===== src/rtl/pp_dma_pkg.sv =====
// Shared types and register offsets for the ping-pong DMA channel.
package pp_dma_pkg;
    typedef enum logic [1:0] {
        CH_IDLE  = 2'd0,
        CH_STALL = 2'd1,
        CH_ON    = 2'd2,
        CH_NEXT  = 2'd3
    } ch_state_e;

    localparam logic [7:0] OFS_CTRL   = 8'h00;
    localparam logic [7:0] OFS_INT    = 8'h04;
    localparam logic [7:0] OFS_PORT   = 8'h08;
    localparam logic [7:0] OFS_STATUS = 8'h0C;
    localparam logic [7:0] OFS_CNT0   = 8'h20;
    localparam logic [7:0] OFS_BASE0  = 8'h24;
    localparam logic [7:0] OFS_CNT1   = 8'h30;
    localparam logic [7:0] OFS_BASE1  = 8'h34;
endpackage


===== src/rtl/pp_dma_slots.sv =====
// Two buffer slots, each an address, a remaining byte count and a loaded bit.
// Assumes ADDR_W and CNT_W are at most 32 bits. The engine advances only the
// current slot, and only while that slot is loaded.
module pp_dma_slots #(
    parameter int ADDR_W = 32,
    parameter int CNT_W  = 16,
    parameter int STEP_B = 4
) (
    input  logic                        clk,
    input  logic                        rst_n,
    input  logic [1:0]                  cnt_we,
    input  logic [1:0]                  base_we,
    input  logic [31:0]                 wdata,
    input  logic                        adv,
    input  logic                        cur,
    output logic [1:0]                  valid,
    output logic [1:0]                  valid_nxt,
    output logic [1:0][CNT_W-1:0]       cnt,
    output logic [1:0][ADDR_W-1:0]      addr,
    output logic                        last
);
    localparam logic [CNT_W-1:0]  STEP_C = CNT_W'(STEP_B);
    localparam logic [ADDR_W-1:0] STEP_A = ADDR_W'(STEP_B);

    logic [CNT_W-1:0] wr_cnt;
    assign wr_cnt = wdata[CNT_W-1:0];
    assign last   = (cnt[cur] <= STEP_C);

    for (genvar s = 0; s < 2; s++) begin : g_slot
        logic hit;
        assign hit = adv && (cur == 1'(s));

        // Loaded bit as it will be after this edge, for the channel machine.
        always_comb begin
            if (cnt_we[s])        valid_nxt[s] = |wr_cnt;
            else if (hit && last) valid_nxt[s] = 1'b0;
            else                  valid_nxt[s] = valid[s];
        end

        // Slot address: bus load, else advance by one word per completed beat.
        always_ff @(posedge clk) begin
            if (!rst_n)          addr[s] <= '0;
            else if (base_we[s]) addr[s] <= wdata[ADDR_W-1:0];
            else if (hit)        addr[s] <= addr[s] + STEP_A;
        end

        // Remaining count and loaded bit: bus load, else drain per beat.
        always_ff @(posedge clk) begin
            if (!rst_n) begin
                cnt[s]   <= '0;
                valid[s] <= 1'b0;
            end else if (cnt_we[s]) begin
                cnt[s]   <= wr_cnt;
                valid[s] <= |wr_cnt;
            end else if (hit) begin
                cnt[s]   <= last ? '0 : cnt[s] - STEP_C;
                valid[s] <= !last;
            end
        end
    end
endmodule


===== src/rtl/pp_dma_fsm.sv =====
// Four-state channel machine and current-slot pointer. It takes the slot
// loaded bits as they will be after this edge, so a load takes effect at
// once. Disabling forces idle and leaves the pointer where it is.
module pp_dma_fsm
    import pp_dma_pkg::*;
(
    input  logic       clk,
    input  logic       rst_n,
    input  logic       enable,
    input  logic       adv,
    input  logic       last,
    input  logic [1:0] vnext,
    output ch_state_e  state,
    output logic       cur
);
    logic oth;
    assign oth = ~cur;

    // State and pointer update.
    always_ff @(posedge clk) begin
        if (!rst_n) begin
            state <= CH_IDLE;
            cur   <= 1'b0;
        end else if (!enable) begin
            state <= CH_IDLE;
        end else begin
            case (state)
                CH_IDLE, CH_STALL: begin
                    if (vnext[cur]) begin
                        state <= vnext[oth] ? CH_NEXT : CH_ON;
                    end else if (vnext[oth]) begin
                        cur   <= oth;
                        state <= CH_ON;
                    end
                end
                default: begin
                    if ((adv && last) || !vnext[cur]) begin
                        if (vnext[oth]) begin
                            cur   <= oth;
                            state <= vnext[cur] ? CH_NEXT : CH_ON;
                        end else begin
                            state <= CH_STALL;
                        end
                    end else begin
                        state <= vnext[oth] ? CH_NEXT : CH_ON;
                    end
                end
            endcase
        end
    end
endmodule


===== src/rtl/pp_dma_regs.sv =====
// Register window: control, interrupt flags, port select, status and the
// slot readback. Writes take effect at the next edge and reads are
// combinational. The stall flag follows the channel state. The free-slot
// and error flags are sticky.
module pp_dma_regs
    import pp_dma_pkg::*;
#(
    parameter int ADDR_W = 32,
    parameter int CNT_W  = 16
) (
    input  logic                   clk,
    input  logic                   rst_n,
    input  logic                   we,
    input  logic [7:0]             addr,
    input  logic [31:0]            wdata,
    output logic [31:0]            rdata,
    input  ch_state_e              state,
    input  logic [1:0][CNT_W-1:0]  cnt,
    input  logic [1:0][ADDR_W-1:0] base,
    input  logic                   done_evt,
    input  logic                   err_evt,
    output logic [1:0]             cnt_we,
    output logic [1:0]             base_we,
    output logic                   en,
    output logic                   to_mem,
    output logic                   ign_err,
    output logic [3:0]             port,
    output logic                   irq
);
    logic ie_stall, ie_free, ie_err;
    logic free_q, err_q, stall_p;

    assign cnt_we  = {we && addr == OFS_CNT1,  we && addr == OFS_CNT0};
    assign base_we = {we && addr == OFS_BASE1, we && addr == OFS_BASE0};
    assign stall_p = (state == CH_STALL);
    assign irq     = (ie_stall && stall_p) || (ie_free && free_q) || (ie_err && err_q);

    // Control and port registers.
    always_ff @(posedge clk) begin
        if (!rst_n) begin
            {ie_stall, ie_free, to_mem, ie_err, en, ign_err} <= '0;
            port <= '0;
        end else if (we && addr == OFS_CTRL) begin
            ie_stall <= wdata[0];
            ie_free  <= wdata[1];
            to_mem   <= wdata[2];
            ie_err   <= wdata[3];
            en       <= wdata[4];
            ign_err  <= wdata[6];
        end else if (we && addr == OFS_PORT) begin
            port <= wdata[3:0];
        end
    end

    // Sticky flags: a new event wins over its clear.
    always_ff @(posedge clk) begin
        if (!rst_n) begin
            free_q <= 1'b0;
            err_q  <= 1'b0;
        end else begin
            if (done_evt)     free_q <= 1'b1;
            else if (|cnt_we) free_q <= 1'b0;
            if (err_evt)                                    err_q <= 1'b1;
            else if (we && addr == OFS_INT && wdata[3])     err_q <= 1'b0;
        end
    end

    // Read mux.
    always_comb begin
        case (addr)
            OFS_CTRL:   rdata = {25'd0, ign_err, 1'b0, en, ie_err, to_mem, ie_free, ie_stall};
            OFS_INT:    rdata = {28'd0, err_q, 1'b0, free_q, stall_p};
            OFS_PORT:   rdata = {28'd0, port};
            OFS_STATUS: rdata = {26'd0, state, 4'd0};
            OFS_CNT0:   rdata = 32'(cnt[0]);
            OFS_CNT1:   rdata = 32'(cnt[1]);
            OFS_BASE0:  rdata = 32'(base[0]);
            OFS_BASE1:  rdata = 32'(base[1]);
            default:    rdata = '0;
        endcase
    end
endmodule


===== src/rtl/pingpong_dma_chan.sv =====
// Top: joins the registers, slots and channel machine to the memory and
// peripheral sides. A word moves in each cycle where the request is high and
// memory is ready. Assumes ADDR_W and CNT_W are at most 32 and DATA_W is a
// whole number of bytes.
module pingpong_dma_chan
    import pp_dma_pkg::*;
#(
    parameter int ADDR_W = 32,
    parameter int DATA_W = 32,
    parameter int CNT_W  = 16
) (
    input  logic              clk,
    input  logic              rst_n,
    input  logic              reg_we,
    input  logic [7:0]        reg_addr,
    input  logic [31:0]       reg_wdata,
    output logic [31:0]       reg_rdata,
    output logic              mem_req,
    output logic              mem_we,
    output logic [ADDR_W-1:0] mem_addr,
    output logic [DATA_W-1:0] mem_wdata,
    input  logic              mem_ready,
    input  logic [DATA_W-1:0] mem_rdata,
    input  logic              mem_err,
    input  logic              per_req,
    output logic              per_ack,
    output logic [3:0]        per_sel,
    output logic [DATA_W-1:0] per_wdata,
    input  logic [DATA_W-1:0] per_rdata,
    output logic              irq
);
    localparam int STEP_B = DATA_W / 8;

    ch_state_e              state;
    logic                   cur, last, beat, en, to_mem, ign_err;
    logic [1:0]             cnt_we, base_we, slot_valid, vnext;
    logic [1:0][CNT_W-1:0]  cnt;
    logic [1:0][ADDR_W-1:0] base;

    assign mem_req   = en && (state == CH_ON || state == CH_NEXT) && per_req;
    assign beat      = mem_req && mem_ready;
    assign mem_addr  = base[cur];
    assign mem_we    = to_mem;
    assign mem_wdata = per_rdata;
    assign per_wdata = mem_rdata;
    assign per_ack   = beat;

    pp_dma_regs #(.ADDR_W(ADDR_W), .CNT_W(CNT_W)) u_regs (
        .clk(clk), .rst_n(rst_n), .we(reg_we), .addr(reg_addr),
        .wdata(reg_wdata), .rdata(reg_rdata), .state(state), .cnt(cnt),
        .base(base), .done_evt(beat && last), .err_evt(beat && mem_err && !ign_err),
        .cnt_we(cnt_we), .base_we(base_we), .en(en), .to_mem(to_mem),
        .ign_err(ign_err), .port(per_sel), .irq(irq)
    );

    pp_dma_slots #(.ADDR_W(ADDR_W), .CNT_W(CNT_W), .STEP_B(STEP_B)) u_slots (
        .clk(clk), .rst_n(rst_n), .cnt_we(cnt_we), .base_we(base_we),
        .wdata(reg_wdata), .adv(beat), .cur(cur), .valid(slot_valid),
        .valid_nxt(vnext), .cnt(cnt), .addr(base), .last(last)
    );

    pp_dma_fsm u_fsm (
        .clk(clk), .rst_n(rst_n), .enable(en), .adv(beat), .last(last),
        .vnext(vnext), .state(state), .cur(cur)
    );
endmodule


===== config.mk =====
export PLATFORM = sky130hd
export DESIGN_NAME = pingpong_dma_chan
export DESIGN_NICKNAME = d
export VERILOG_FILES = /design/src/rtl/pp_dma_pkg.sv /design/src/rtl/pp_dma_slots.sv /design/src/rtl/pp_dma_fsm.sv /design/src/rtl/pp_dma_regs.sv /design/src/rtl/pingpong_dma_chan.sv
export SDC_FILE = /design/constraint.sdc
export NUM_CORES = 1
export LEC_CHECK = 0
export BUFFER_PORTS_ARGS = -buffer_cell sky130_fd_sc_hd__buf_2
export CAP_MARGIN = 20
export CORE_ASPECT_RATIO = 0.8
export CORE_UTILIZATION = 52
export CTS_CLUSTER_DIAMETER = 100
export DETAILED_ROUTE_END_ITERATION = 7
export GPL_ROUTABILITY_DRIVEN = 0
export GPL_TIMING_DRIVEN = 0
export PLACE_DENSITY = 0.82
export SLEW_MARGIN = 10
export SYNTH_ARGS = -nofsm -noshare
export SYNTH_HDL_FRONTEND = slang
export SYNTH_SLANG_ARGS = --single-unit

===== constraint.sdc =====
create_clock -name clk -period 3.5 [get_ports clk]
set_input_delay 0.7 -clock clk [delete_from_list [all_inputs] [get_ports clk]]
set_output_delay 0.7 -clock clk [all_outputs]
set_load 0.01 [all_outputs]

# Word level (Yosys, flattened, before mapping)
# Cells that the tools add are included.
[op_classes]
n_addsub = 4
magnitude_cmp = 3
n_eq_ne = 12
mux = 42
n_bitwise = 2
n_reduce_logical = 43
[op_table]
columns = ["op", "n"]
rows = [
  ["$pmux W32 S8", 1],
  ["$mux W32", 6],
  ["$mux W16", 8],
  ["$add A32 B3 Y32 const B", 2],
  ["$eq A8 B6 Y1 const B", 4],
  ["$sub A16 B3 Y16 const B", 2],
  ["$mux W1", 22],
  ["$logic_and A1 B1 Y1", 21],
  ["$eq A8 B4 Y1 const B", 2],
  ["$le A16 B3 Y1 const B", 1],
  ["$reduce_or A16 Y1", 1],
  ["$reduce_bool A2 Y1", 7],
  ["$mux W2", 5],
  ["$eq A8 B3 Y1 const B", 1],
  ["$logic_not A8 Y1", 1],
  ["$eq A2 B2 Y1 const B", 2],
  ["$logic_or A1 B1 Y1", 4],
  ["$lt A1 B2 Y1 const B", 2],
  ["$reduce_and A2 Y1", 2],
  ["$reduce_or A2 Y1", 2],
  ["$logic_not A1 Y1", 3],
  ["$ne A3 B1 Y1 const B", 1],
  ["$reduce_and A3 Y1", 1],
  ["$eq A2 B1 Y1 const B", 1],
  ["3 further kinds", 4],
]
[totals]
ff_bits = 113
output_inout_bits = 136
elab_cells = 123

# Longest topological paths before layout
[depth]
depth_word = 15
ltp_mapped = 8
depth_no_buf = 7

# By module
# A second synthesis with hierarchy kept.
[hier_totals]
hier_cells = 953
hier_area_um2 = 7955.1
[by_module_without_submodules]
columns = ["module", "n_inst", "cells_per_inst", "area_each_um2"]
rows = [
  ["pp_dma_slots", 1, 662, 5347.6],
  ["pp_dma_regs", 1, 166, 1381.3],
  ["pingpong_dma_chan", 1, 104, 1054.8],
  ["pp_dma_fsm", 1, 21, 171.4],
]

# Worst setup path after synthesis
# Ideal clock, no wire load.
[synth_path]
path_type = "input-to-output"
start = "in reg_addr[1]"
end = "out reg_rdata[3]"
arrival_time_ns = 2.281
path_slack_ns = 0.519
path_stages = 7
cell_sequence = "nor4_2 > nor3b_2 > and2_0 > clkbuf_1 > a32oi_1 > o211ai_1 > a21o_1"
[synth_via]
elab_chain_len = 2
elab_cells_between_ends = 9
[synth_rtl]
columns = ["item", "line_no", "source"]
rows = [
  ["start, declared", "pingpong_dma_chan.sv:15", "input logic [7:0] reg_addr,"],
  ["$eq A8 B6 Y1, or another cell as far along", "pp_dma_regs.sv:70", "case (addr)"],
  ["$pmux W32 S8 *", "pp_dma_regs.sv:70", ""],
  ["end, declared", "pingpong_dma_chan.sv:17", "output logic [31:0] reg_rdata,"],
]
# Every way passes the cells marked *; elsewhere a longest branch is shown, timed or not.

# Worst setup path in the final report
[layout_path]
start = "in reg_addr[6]"
end = "out reg_rdata[0]"
# Same word-level chain as after synthesis.

==> results_dict.tcl <==
set metrics [dict create \
    status "finished with violations" \
    violations "DRC" \
    avgSynthCellArea_um2 7.744 \
    insertedDiodeCount 0 \
    yosys_warnings 0 \
    regArea_um2 2262 \
    wirelength_um 26930 \
    area.growth.synth_to_final_pct 23.34 \
    drc 3 \
    clockRootBuffer "clkbuf_16" \
    drt_pre_antenna_iters 8 \
    final.setup.worst_slack_ps 79.53 \
    dpl.hpwl_um 19580 \
    fmax_mhz 292.4 \
    cp-start-kind "input port" \
    cap_violations 0 \
    met2_length_um 11100 \
    hold_class "flop to flop" \
    htree_levels 4 \
    finalHoldViolations 0 \
    worst_pin_slew_ps 834.4 \
    cp.required_ps 2800 \
    dp.cells 1329 \
    synth-main-ff-cell "dfxtp_1" \
    initial_utilization 0.5440 \
    synth_nets 1086 \
    p_leak_uw 0.003863 \
    vias_per_cell 6.414 \
    vdd_drop_max_mv 0.3689 \
    synth_seq_cells 113 \
    antenna_found_initial 0 \
    finalMaxSlewViolations 0 \
    cts_sinks 113 \
    switching_share 0.2302 \
    grt_max_degree 17 \
    fin_crit_sh 0.9773 \
    rows 38 \
    slew-limit-headroom 0.4437 \
    synth_seq_area_share 0.3005 \
    clkPwrFrac 0.527 \
    routed.top_layer "met4" \
    p_per_area_nw_per_um2 353.7 \
    synth_area_um2 7527 \
    synth_cells 972 \
    io_pins 246 \
    ant_nets 0 \
    grt_pass1_vias 7470 \
    holdWs_ps 484.4 \
    cts_tree "yes" \
    crit_fanout 10 \
    min_period_ps 3420 \
    synth_edf_count 0 \
    multi_input_area_um2 4503 \
    crit_type "input port to output port" \
    cts.path.max_buffers 2 \
    placed_area_um2 8638 \
    overflow 0 \
    end_kind "output port" \
    yosysUniqueCellTypes 62 \
    wirelength_met1_um 10770 \
    switching_power_uw 755.8 \
    fin_total_pwr_uw 3283 \
    power_frac_seq 0.394 \
    final_nets 1286 \
    setup_violations 0 \
    skew_ps 10.21 \
    wl_per_cell_um 19.77 \
    die_area_um2 14960 \
    grt_pass1_wl_um 40130 \
    via_count 8736 \
    fill_cells 1151 \
    drtIter0Drc 1352 \
    worstPathArrival_ps 2720 \
    final_common_cell "buf_2" \
    combPwrFrac 0.079 \
    clock_latency_ps 420 \
    final_cell_area_um2 9284 \
    drive_above_1_share 0.2834 \
    die_w_um 136.5 \
    io_buffers 177 \
    numCtsBuffers 17 \
    core-area_um2 13840 \
    stdcell_count 1362 \
    die_h_um 109.6 \
    cellInternalPower_uw 2528 \
    wl_met3_um 3957 \
    pre_cts_ws_ps -493.2 \
    grtUsageTotal 0.3564 \
    mostFrequentLayoutCells "180 x buf_2, 113 x dfxtp_1, 95 x nand2_1, 84 x nor2_1, 72 x o21ai_0" \
    clk_pin_slew_ps 50 \
    synth-async-reset-ratio 0 \
]
## cells by family after synthesis
kind of cell,share of synthesized area
AND/OR/NAND/NOR,0.2204
AO/OA/AOI/OAI,0.2171
buffers and inverters,0.1052
flip-flops,0.3005
multiplexers,0.08494
XOR/XNOR,0.06516
adder cells (fa/ha/maj),0.006649
## worst max-delay path, cell delays in order
cell and delay (ps):
buf_2 110, nor4_4 440, nand3_1 280, nor2_4 340
clkbuf_2 330, a22oi_1 170, o211ai_1 170, buf_2 180
## layout make-up
cell class,instances,share of cell area
inverters,14,0.005660
plain buffers,125,0.08046
multi-input cells,720,0.4850
clock buffers,23,0.05364
well taps,180,0.02426
flip-flops and latches,113,0.2437
clock inverters,6,0.008625
repair buffers,181,0.09865
## power by group through the flow
stage	Sequential, uW	Combinational, uW	Clock [uW]
floorplan	1320	140	0
global placement	1320	246	0
detailed placement	1320	249	0
CTS	1290	252	1720
global route	1290	275	1770
finish	1290	260	1730
## flip-flops by register name, indices dropped and copies added, names as in the netlist
signal           cells
u_slots.addr        64
u_slots.cnt         32
u_regs.port          4
u_fsm.state          2
u_slots.valid        2
u_fsm.cur            1
u_regs.en            1
u_regs.err_q         1
u_regs.free_q        1
u_regs.ie_err        1
u_regs.ie_free       1
u_regs.ie_stall      1
u_regs.ign_err       1
u_regs.to_mem        1
## cells in the mapped netlist (4+ instances only)
master | number | area (um2)
a211oi_1 | 36 | 270.3
a21oi_1 | 70 | 350.3
a22o_1 | 16 | 140.1
a22oi_1 | 8 | 60.06
a31oi_1 | 12 | 75.07
and2_1 | 6 | 37.54
and3_1 | 14 | 87.58
and4_1 | 7 | 61.31
buf_4 | 64 | 480.5
clkbuf_1 | 52 | 195.2
dfxtp_1 | 113 | 2262
ha_1 | 4 | 50.05
inv_1 | 13 | 48.80
mux2_2 | 31 | 349.1
mux2i_1 | 29 | 290.3
nand2_1 | 95 | 356.6
nand3_1 | 43 | 215.2
nand4_1 | 22 | 137.6
nor2_1 | 86 | 322.8
nor2b_1 | 5 | 31.28
nor3_1 | 29 | 145.1
nor4_1 | 16 | 100.1
o211ai_1 | 12 | 90.09
o21ai_0 | 72 | 360.4
xnor2_1 | 25 | 219.0
xor2_1 | 31 | 271.5
## stage by stage
step	utilization	TNS, ps
after floorplan	-	0
after global placement	0.6243	-7622
after detailed placement	0.6243	-8825
after CTS	0.6676	0
after global routing	0.6710	-7.006
final	0.6710	0
## repair_timing
item | 4_1_cts | 5_1_grt
hold endpoints to repair | 0 | 0
hold buffers | 0 | 0
buffers inserted | 0 | 4
pin swaps | 0 | 2
setup endpoints to repair | 30 | 13
gates resized for setup | 8 | 5
## per-layer routing
layer,up-vias,GRT usage
met2,722,0.5210
met3,119,0.09912
met5,-,0
met4,0,0.1571
met1,4026,0.4864
li1,3869,-
## worst paths after layout
kind / from / to / slack (ps) / depth (start not counted)
setup / recovery: reg_addr[6] / reg_rdata[0] / 80 / 8
hold reg to reg: u_slots.addr[1] / u_slots.addr[1] / 480 / 2
setup reg to reg: u_fsm.cur / u_slots.addr[39] / 720 / 7
hold / removal: u_slots.addr[1] / u_slots.addr[1] / 480 / 2
Note: power is estimated with default switching activity, not from simulation.
